### config.mk
export PLATFORM = sky130hd
export DESIGN_NAME = bcd_wdt
export DESIGN_NICKNAME = d
export VERILOG_FILES = /design/src/rtl/bcd_wdt_pkg.sv /design/src/rtl/bcd_wdt_regs.sv /design/src/rtl/bcd_wdt_counter.sv /design/src/rtl/bcd_wdt_pulse.sv /design/src/rtl/bcd_wdt.sv
export SDC_FILE = /design/constraint.sdc
export NUM_CORES = 1
export LEC_CHECK = 0
export BUFFER_PORTS_ARGS = -buffer_cell sky130_fd_sc_hd__buf_4
export CORE_MARGIN = 1.5
export CORE_UTILIZATION = 40
export DETAILED_ROUTE_END_ITERATION = 12
export MAX_ROUTING_LAYER = met4
export SKIP_CTS_REPAIR_TIMING = 1
export SLEW_MARGIN = 10
export SYNTH_ARGS = -nofsm -noshare
export SYNTH_HDL_FRONTEND = slang
export SYNTH_SLANG_ARGS = --single-unit
### constraint.sdc
create_clock -name clk -period 3.24 [get_ports clk]
set_input_delay 0.162 -clock clk [delete_from_list [all_inputs] [get_ports clk]]
set_output_delay 0.162 -clock clk [all_outputs]
set_load 0.03 [all_outputs]
### src/rtl/bcd_wdt_pkg.sv
// Package: shared constants, types and helpers of the BCD watchdog.
// Assumes an 8-bit register file on a 4-bit address.
package bcd_wdt_pkg;
    localparam int ADDR_W = 4;
    localparam int DATA_W = 8;

    localparam logic [ADDR_W-1:0] ADDR_HUND = 4'hC;
    localparam logic [ADDR_W-1:0] ADDR_SECS = 4'hD;
    localparam logic [ADDR_W-1:0] ADDR_STAT = 4'hE;
    localparam logic [ADDR_W-1:0] ADDR_CTRL = 4'hF;

    localparam int CTRL_EN_BIT    = 1;
    localparam int CTRL_STEER_BIT = 0;
    localparam int STAT_FLAG_BIT  = 1;

    typedef logic [3:0] bcd_digit_t;

    // Limit a BCD nibble to the legal 0..9 range.
    function automatic bcd_digit_t clamp_digit(input logic [3:0] d);
        return (d > 4'd9) ? 4'd9 : d;
    endfunction
endpackage

### src/rtl/bcd_wdt_regs.sv
// Module: host register file of the watchdog.
// Holds the two BCD count bytes, the enable/steer control bits,
// the sticky flag and the interrupt level. Produces a registered
// load strobe one cycle after a kick or an enable rise.
// Assumes single-cycle host strobes and that fire is a one-cycle pulse.
module bcd_wdt_regs
    import bcd_wdt_pkg::*;
(
    input  logic              clk,
    input  logic              rst_n,
    input  logic              host_wr,
    input  logic              host_rd,
    input  logic [ADDR_W-1:0] host_addr,
    input  logic [DATA_W-1:0] host_wdata,
    output logic [DATA_W-1:0] host_rdata,
    input  logic              fire,
    output logic              en_o,
    output logic              steer_o,
    output logic [2*DATA_W-1:0] reload_o,
    output logic              load_o,
    output logic              irq_o
);
    logic [DATA_W-1:0] hund_q;
    logic [DATA_W-1:0] secs_q;
    logic              en_q;
    logic              steer_q;
    logic              flag_q;
    logic              irq_q;
    logic              load_q;
    logic [DATA_W-1:0] wdata_clamped;
    logic              wr_hund;
    logic              wr_secs;
    logic              wr_ctrl;
    logic              rd_stat;

    // Decode the host strobes per register.
    always_comb begin
        wr_hund = host_wr && (host_addr == ADDR_HUND);
        wr_secs = host_wr && (host_addr == ADDR_SECS);
        wr_ctrl = host_wr && (host_addr == ADDR_CTRL);
        rd_stat = host_rd && (host_addr == ADDR_STAT);
        wdata_clamped = {clamp_digit(host_wdata[7:4]), clamp_digit(host_wdata[3:0])};
    end

    // Store the count bytes, with each nibble limited to 9.
    always_ff @(posedge clk) begin
        if (!rst_n) begin
            hund_q <= '0;
            secs_q <= '0;
        end else begin
            if (wr_hund) hund_q <= wdata_clamped;
            if (wr_secs) secs_q <= wdata_clamped;
        end
    end

    // Store the control bits and raise a load on a kick or an enable rise.
    always_ff @(posedge clk) begin
        if (!rst_n) begin
            en_q    <= 1'b0;
            steer_q <= 1'b0;
            load_q  <= 1'b0;
        end else begin
            load_q <= wr_hund || wr_secs ||
                      (wr_ctrl && host_wdata[CTRL_EN_BIT] && !en_q);
            if (wr_ctrl) begin
                en_q    <= host_wdata[CTRL_EN_BIT];
                steer_q <= host_wdata[CTRL_STEER_BIT];
            end
        end
    end

    // Sticky flag and interrupt: a status read clears them, and a timeout sets them and wins.
    always_ff @(posedge clk) begin
        if (!rst_n) begin
            flag_q <= 1'b0;
            irq_q  <= 1'b0;
        end else begin
            if (rd_stat) begin
                flag_q <= 1'b0;
                irq_q  <= 1'b0;
            end
            if (fire) begin
                flag_q <= 1'b1;
                if (!steer_q) irq_q <= 1'b1;
            end
        end
    end

    // Return read data combinationally for the addressed register.
    always_comb begin
        host_rdata = '0;
        unique case (host_addr)
            ADDR_HUND: host_rdata = hund_q;
            ADDR_SECS: host_rdata = secs_q;
            ADDR_STAT: host_rdata[STAT_FLAG_BIT] = flag_q;
            ADDR_CTRL: begin
                host_rdata[CTRL_EN_BIT]    = en_q;
                host_rdata[CTRL_STEER_BIT] = steer_q;
            end
            default: host_rdata = '0;
        endcase
    end

    assign en_o     = en_q;
    assign steer_o  = steer_q;
    assign reload_o = {secs_q, hund_q};
    assign load_o   = load_q;
    assign irq_o    = irq_q;


    flag_set_chk: assert property (@(posedge clk) disable iff (!rst_n)
        fire |=> flag_q);

    flag_clear_chk: assert property (@(posedge clk) disable iff (!rst_n)
        (rd_stat && !fire) |=> !flag_q);

    irq_has_flag_chk: assert property (@(posedge clk) disable iff (!rst_n)
        irq_q |-> flag_q);

    stored_bcd_chk: assert property (@(posedge clk) disable iff (!rst_n)
        (hund_q[3:0] <= 4'd9) && (hund_q[7:4] <= 4'd9) &&
        (secs_q[3:0] <= 4'd9) && (secs_q[7:4] <= 4'd9));
endmodule

### src/rtl/bcd_wdt_counter.sv
// Module: multi-digit BCD down-counter.
// Counts down one step per tick while enabled with a nonzero reload value.
// Raises fire on the tick that would bring the count to zero, and
// reloads on that tick. A load strobe takes priority over a tick.
// Assumes the reload value holds legal BCD digits.
module bcd_wdt_counter #(
    parameter int DIGITS = 4
) (
    input  logic                clk,
    input  logic                rst_n,
    input  logic                tick,
    input  logic                en,
    input  logic                load,
    input  logic [4*DIGITS-1:0] reload,
    output logic                fire
);
    localparam int CNT_W = 4 * DIGITS;

    logic [3:0] cnt_q  [DIGITS];
    logic [3:0] dec_d  [DIGITS];
    logic       is_last;
    logic       running;

    // Ripple a borrow through the digits and detect a count of 0 or 1.
    always_comb begin
        logic borrow;
        logic upper_zero;
        borrow     = 1'b1;
        upper_zero = 1'b1;
        for (int i = 0; i < DIGITS; i++) begin
            if (borrow && cnt_q[i] == 4'd0) begin
                dec_d[i] = 4'd9;
            end else if (borrow) begin
                dec_d[i] = cnt_q[i] - 4'd1;
                borrow   = 1'b0;
            end else begin
                dec_d[i] = cnt_q[i];
            end
            if (i > 0 && cnt_q[i] != 4'd0) upper_zero = 1'b0;
        end
        is_last = upper_zero && (cnt_q[0] <= 4'd1);
    end

    // The counter runs only when enabled with a nonzero reload value.
    always_comb begin
        running = en && (reload != {CNT_W{1'b0}});
        fire    = tick && running && is_last && !load;
    end

    // Load, reload on expiry, or decrement one step per tick.
    always_ff @(posedge clk) begin
        if (!rst_n) begin
            for (int i = 0; i < DIGITS; i++) cnt_q[i] <= 4'd0;
        end else if (load || fire) begin
            for (int i = 0; i < DIGITS; i++) cnt_q[i] <= reload[4*i +: 4];
        end else if (tick && running) begin
            for (int i = 0; i < DIGITS; i++) cnt_q[i] <= dec_d[i];
        end
    end

    generate
        for (genvar g = 0; g < DIGITS; g++) begin : g_digit_chk

            digit_range_chk: assert property (@(posedge clk) disable iff (!rst_n)
                cnt_q[g] <= 4'd9);
        end
    endgenerate


    idle_hold_chk: assert property (@(posedge clk) disable iff (!rst_n)
        (!load && !(tick && running)) |=> $stable(cnt_q[0]));
endmodule

### src/rtl/bcd_wdt_pulse.sv
// Module: fixed-length pulse stretcher.
// A start strobe drives the output high for exactly PULSE_CYCLES
// clock cycles, beginning in the cycle after the strobe.
// A new start during a pulse restarts it.
module bcd_wdt_pulse #(
    parameter int PULSE_CYCLES = 16
) (
    input  logic clk,
    input  logic rst_n,
    input  logic start,
    output logic pulse
);
    localparam int CW = $clog2(PULSE_CYCLES + 1);
    localparam logic [CW-1:0] LEN = CW'(PULSE_CYCLES);

    logic [CW-1:0] remain_q;

    // Count down the remaining pulse length.
    always_ff @(posedge clk) begin
        if (!rst_n)                     remain_q <= '0;
        else if (start)                 remain_q <= LEN;
        else if (remain_q != '0)        remain_q <= remain_q - 1'b1;
    end

    assign pulse = (remain_q != '0);


    pulse_start_chk: assert property (@(posedge clk) disable iff (!rst_n)
        start |=> pulse);
endmodule

### src/rtl/bcd_wdt.sv
// Module: BCD hundredths watchdog timer, top level.
// Joins the register file, the BCD down-counter and the reset pulse
// stretcher. The timeout goes to the reset pulse or the interrupt
// level, chosen by the steering bit.
// Assumes tick_100hz is a one-cycle strobe that is synchronous to clk.
module bcd_wdt
    import bcd_wdt_pkg::*;
#(
    parameter int PULSE_CYCLES = 16
) (
    input  logic              clk,
    input  logic              rst_n,
    input  logic              tick_100hz,
    input  logic              host_wr,
    input  logic              host_rd,
    input  logic [ADDR_W-1:0] host_addr,
    input  logic [DATA_W-1:0] host_wdata,
    output logic [DATA_W-1:0] host_rdata,
    output logic              wdt_reset,
    output logic              wdt_irq
);
    localparam int DIGITS = (2 * DATA_W) / 4;

    logic                en;
    logic                steer;
    logic [4*DIGITS-1:0] reload;
    logic                load;
    logic                fire;
    logic                pulse_start;

    bcd_wdt_regs u_regs (
        .clk        (clk),
        .rst_n      (rst_n),
        .host_wr    (host_wr),
        .host_rd    (host_rd),
        .host_addr  (host_addr),
        .host_wdata (host_wdata),
        .host_rdata (host_rdata),
        .fire       (fire),
        .en_o       (en),
        .steer_o    (steer),
        .reload_o   (reload),
        .load_o     (load),
        .irq_o      (wdt_irq)
    );

    bcd_wdt_counter #(.DIGITS(DIGITS)) u_counter (
        .clk    (clk),
        .rst_n  (rst_n),
        .tick   (tick_100hz),
        .en     (en),
        .load   (load),
        .reload (reload),
        .fire   (fire)
    );

    // Send the timeout to the reset pulse only when steering is set.
    assign pulse_start = fire && steer;

    bcd_wdt_pulse #(.PULSE_CYCLES(PULSE_CYCLES)) u_pulse (
        .clk   (clk),
        .rst_n (rst_n),
        .start (pulse_start),
        .pulse (wdt_reset)
    );


    reset_cause_chk: assert property (@(posedge clk) disable iff (!rst_n)
        $rose(wdt_reset) |-> $past(fire && steer));

    irq_cause_chk: assert property (@(posedge clk) disable iff (!rst_n)
        $rose(wdt_irq) |-> $past(fire && !steer));
endmodule

==> results_tabular.tex <==
\begin{tabular}{lr}
\hline
Metric & Value \\
\hline
\multicolumn{2}{l}{\textbf{Synthesis}} \\
Library cells used by synthesis & 47 \\
Cells after Synth & 242 \\
Synth Area in Compound Gates & 17.25\% \\
Syn Std Cell Area & 2321 µm² \\
Post-synthesis share of cell area spent on xor and xnor gates & 3.396\% \\
Most used flip-flop cell after synthesis & dfxtp\_1 \\
Proportion of netlist area held by the largest area contributor & 22.43\% \\
EDFF count, synth & 16 \\
Net count after synthesis & 265 \\
Mux share of post-synthesis cell area & 8.302\% \\
Library cell occupying the most area in the post-synthesis netlist & dfxtp\_1 \\
Dominant cells by area after synthesis & dfxtp\_1 (22\%), edfxtp\_1 (21\%), mux2i\_1 (7.3\%) \\
Simple-gate area share of the yosys netlist & 19.30\% \\
Number of warnings reported in the yosys synthesis log & 0 \\
Sequential fraction of the synthesis area & 43.13\% \\
Asr flop ratio synth & 0\% \\
Adder-Cell Fraction of Synth Area & between 3 and 4\% \\
Average footprint of a synthesized cell & 9.591 µm² \\
Yosys reg bits & 42 \\
Combinational family with the most area after synthesis & simple AND/OR/NAND/NOR gates \\
\multicolumn{2}{l}{\textbf{STA}} \\
RSZ-0062 raised after global routing & false \\
Final setup skew & about 0.0024 ns \\
Actual slew at the worst max-slew pin & 0.6108 ns \\
Number of endpoints failing setup at the final stage & 0 \\
Headroom to the max-slew limit & 59.28\% \\
Slack of the critical path & 0.4279 ns \\
Setup TNS & 0 ns \\
Number of hold violations in the final report & 0 \\
Max Clk Rate & 0.3556 GHz \\
Final critical delay including setup and external delays & 2.812 ns \\
Final period util & 86.79\% \\
Max Transition Viols Final & 0 \\
\multicolumn{2}{l}{\textbf{Finish}} \\
Syn-to-layout area delta & 13.32\% \\
Storage element area & 1001 µm² \\
Number of fillers in the final layout & 565 \\
Layout cell share with drive strength beyond 1 & 16.67\% \\
Count of placed standard cells in the final layout, fillers left out & 336 \\
Most common cell after layout, fill and taps aside & buf\_4 \\
Total Nets Final & 286 \\
Multi-input gate area in the final layout & 1195 µm² \\
Number of diodes added for antenna fixing & 0 \\
Final core utilization & 47.47\% \\
Commonest cells after routing, fill and taps aside & buf\_4 (27), dfxtp\_1 (26), nor2\_1 (25) \\
\multicolumn{2}{l}{\textbf{Detailed routing}} \\
Ratio of routed vias to standard cells & around 5.5 \\
Vias post-DR & roughly 1,800 \\
Post-detailed-route count of antenna-violating nets & 0 \\
First-iteration detailed-routing DRC count & 108 \\
Detailed-router iteration count before antenna repair & 6 \\
DRC violation count after routing & 0 \\
Final wirelength & 5357 µm \\
Final routed wire length divided by cell count & 15.94 µm \\
\multicolumn{2}{l}{\textbf{Floorplanning}} \\
Vertical die dimension & 79.18 µm \\
Area of the die & around 6300 µm² \\
Area of the core region & 5540 µm² \\
Effective utilization at floorplan & about two fifths \\
Number of top-level design ports & 27 \\
Row count & 27 \\
Width of the die & 79.18 µm \\
\multicolumn{2}{l}{\textbf{Power and ir drop}} \\
Worst supply voltage drop on vdd & 0.4244 mV \\
Pwr per Cell Area & 434.3 nW/µm² \\
Total power & 1.142 mW \\
Leakage power & 1.069 nW \\
\multicolumn{2}{l}{\textbf{Placement}} \\
Port buffer count & 26 \\
Routability congestion estimate from global placement & 0.7926 \\
Post-Place Cells & 328 \\
Half-perimeter wire length after detailed placement & 3952 µm \\
Placement Setup Slack & about 0.44 ns \\
\multicolumn{2}{l}{\textbf{CTS}} \\
Clock buffers created by TritonCTS & 5 \\
Buffers from clock root to sink, at most & 2 \\
CTS tree & done \\
Clock latency on the worst-skew pair & approximately 0.29 ns \\
Worst-path clk slew & approximately 0.080 ns \\
Number of sinks driven by the clock tree & 42 \\
Clock root buffer master & clkbuf\_8 \\
Number of levels in the clock H-tree & 2 \\
\multicolumn{2}{l}{\textbf{Global route}} \\
First-pass GRT wire length & 8845 µm \\
Remaining global-route overflow & 0 \\
Pin count of the biggest net entering global routing & 23 \\
Overall track demand over capacity in global routing & 19.05\% \\
Initial antenna violation count & 0 \\
Vias in the first global route & 1,772 \\
\multicolumn{2}{l}{\textbf{Critical path}} \\
Data arrival time at the worst-slack endpoint & 2.77 ns \\
Type of the setup path with the least slack & flip-flop to flip-flop \\
Critical path required time & 3.20 ns \\
Crit path capture type & flip-flop \\
Worst-path maximum fanout & 13 \\
Startpoint class of the critical path & flip-flop \\
\multicolumn{2}{l}{\textbf{Hold path}} \\
Worst Hold Class & primary input to flip-flop \\
\multicolumn{2}{l}{\textbf{Status}} \\
Run status & finished clean \\
\multicolumn{2}{l}{\textbf{Job}} \\
Max-cap check violation count & 0 \\
\hline
\end{tabular}
routing by layer:
| layer | global-route usage [%] | routed length (µm) | vias up |
|---|---|---|---|
| met5 | - | 0 | - |
| met2 | 29.57 | 2431 | 46 |
| met1 | 25.57 | 2658 | 855 |
| met4 | 4.737 | 46 | 0 |
| met3 | 3.793 | 221 | 5 |
| li1 | - | - | 926 |
power by group:
part,switching (mW),leakage [nW],internal (mW),total [mW]
combinational,0.122,0.650,0.0971,0.219
sequential,0.0277,0.377,0.577,0.605
clock,0.170,0.0426,0.148,0.318
stage by stage:
| stage | hold WS [ns] | cell area (µm²) |
|---|---|---|
| 6_report | 0.1337 | 2630 |
| 5_1_grt | 0.1478 | 2630 |
| 4_1_cts | 0.1314 | 2630 |
| 3_5_place_dp | 0.4378 | 2549 |
| 3_3_place_gp | 0.4271 | 2549 |
| 2_1_floorplan | 0.2980 | 2321 |
cells in the mapped netlist, drive strengths merged, types with 2 or more instances:
cell type,n
buf,4
a22o,11
dfxtp,26
nor3,8
xnor2,4
nor2b,5
or4,3
mux2i,17
nand2b,2
a21oi,13
edfxtp,16
nand2,17
or4b,2
or2,3
inv,16
xor2,5
or3b,4
clkbuf,9
a32o,3
nor4,5
a211oi,2
ha,6
o21ai,11
or3,3
o21a,2
nor2,25
nand3,3
o31ai,4
cell families after synthesis:
logic type      count (synthesis)
buf+inv                        29
mux                            18
simple gates                   83
fa+ha+maj                       6
xor+xnor                        9
compound gates                 55
flops                          42
sequential cells by signal, summed over array words and instances, names as in the netlist:
signal / count
u_pulse.remain_q: 5
u_regs.flag_q: 1
u_regs.en_o: 1
u_regs.load_o: 1
u_regs.hund_q: 8
u_regs.secs_q: 8
u_counter.cnt_q: 16
u_regs.irq_o: 1
u_regs.steer_o: 1
worst max-delay path: stages (launching register included):
cell      delay, ns
edfxtp_1       0.43
inv_1          0.09
ha_1           0.19
or3b_1         0.39
or4_4          0.62
and3_1         0.35
a21oi_1        0.40
worst paths after layout:
kind,from,endpoint,slack [ns],cells after the start
max,u_counter.cnt_q[2][0],u_counter.cnt_q[1][1],0.43,6
min,host_wdata[1],u_regs.en_o,0.13,3
max reg2reg,u_counter.cnt_q[2][0],u_counter.cnt_q[1][1],0.43,6
min reg2reg,u_regs.irq_o,u_regs.irq_o,0.48,2
cell type report:
cell class / count / share of cell area, %
repair buffers: 27 / 7.707
inverters: 16 / 2.284
clock buffers: 6 / 2.759
multi-input cells: 171 / 45.43
flip-flops and latches: 42 / 38.06
clock inverters: 2 / 0.3330
well taps: 72 / 3.425
Note: power is estimated with default switching activity, not from simulation.
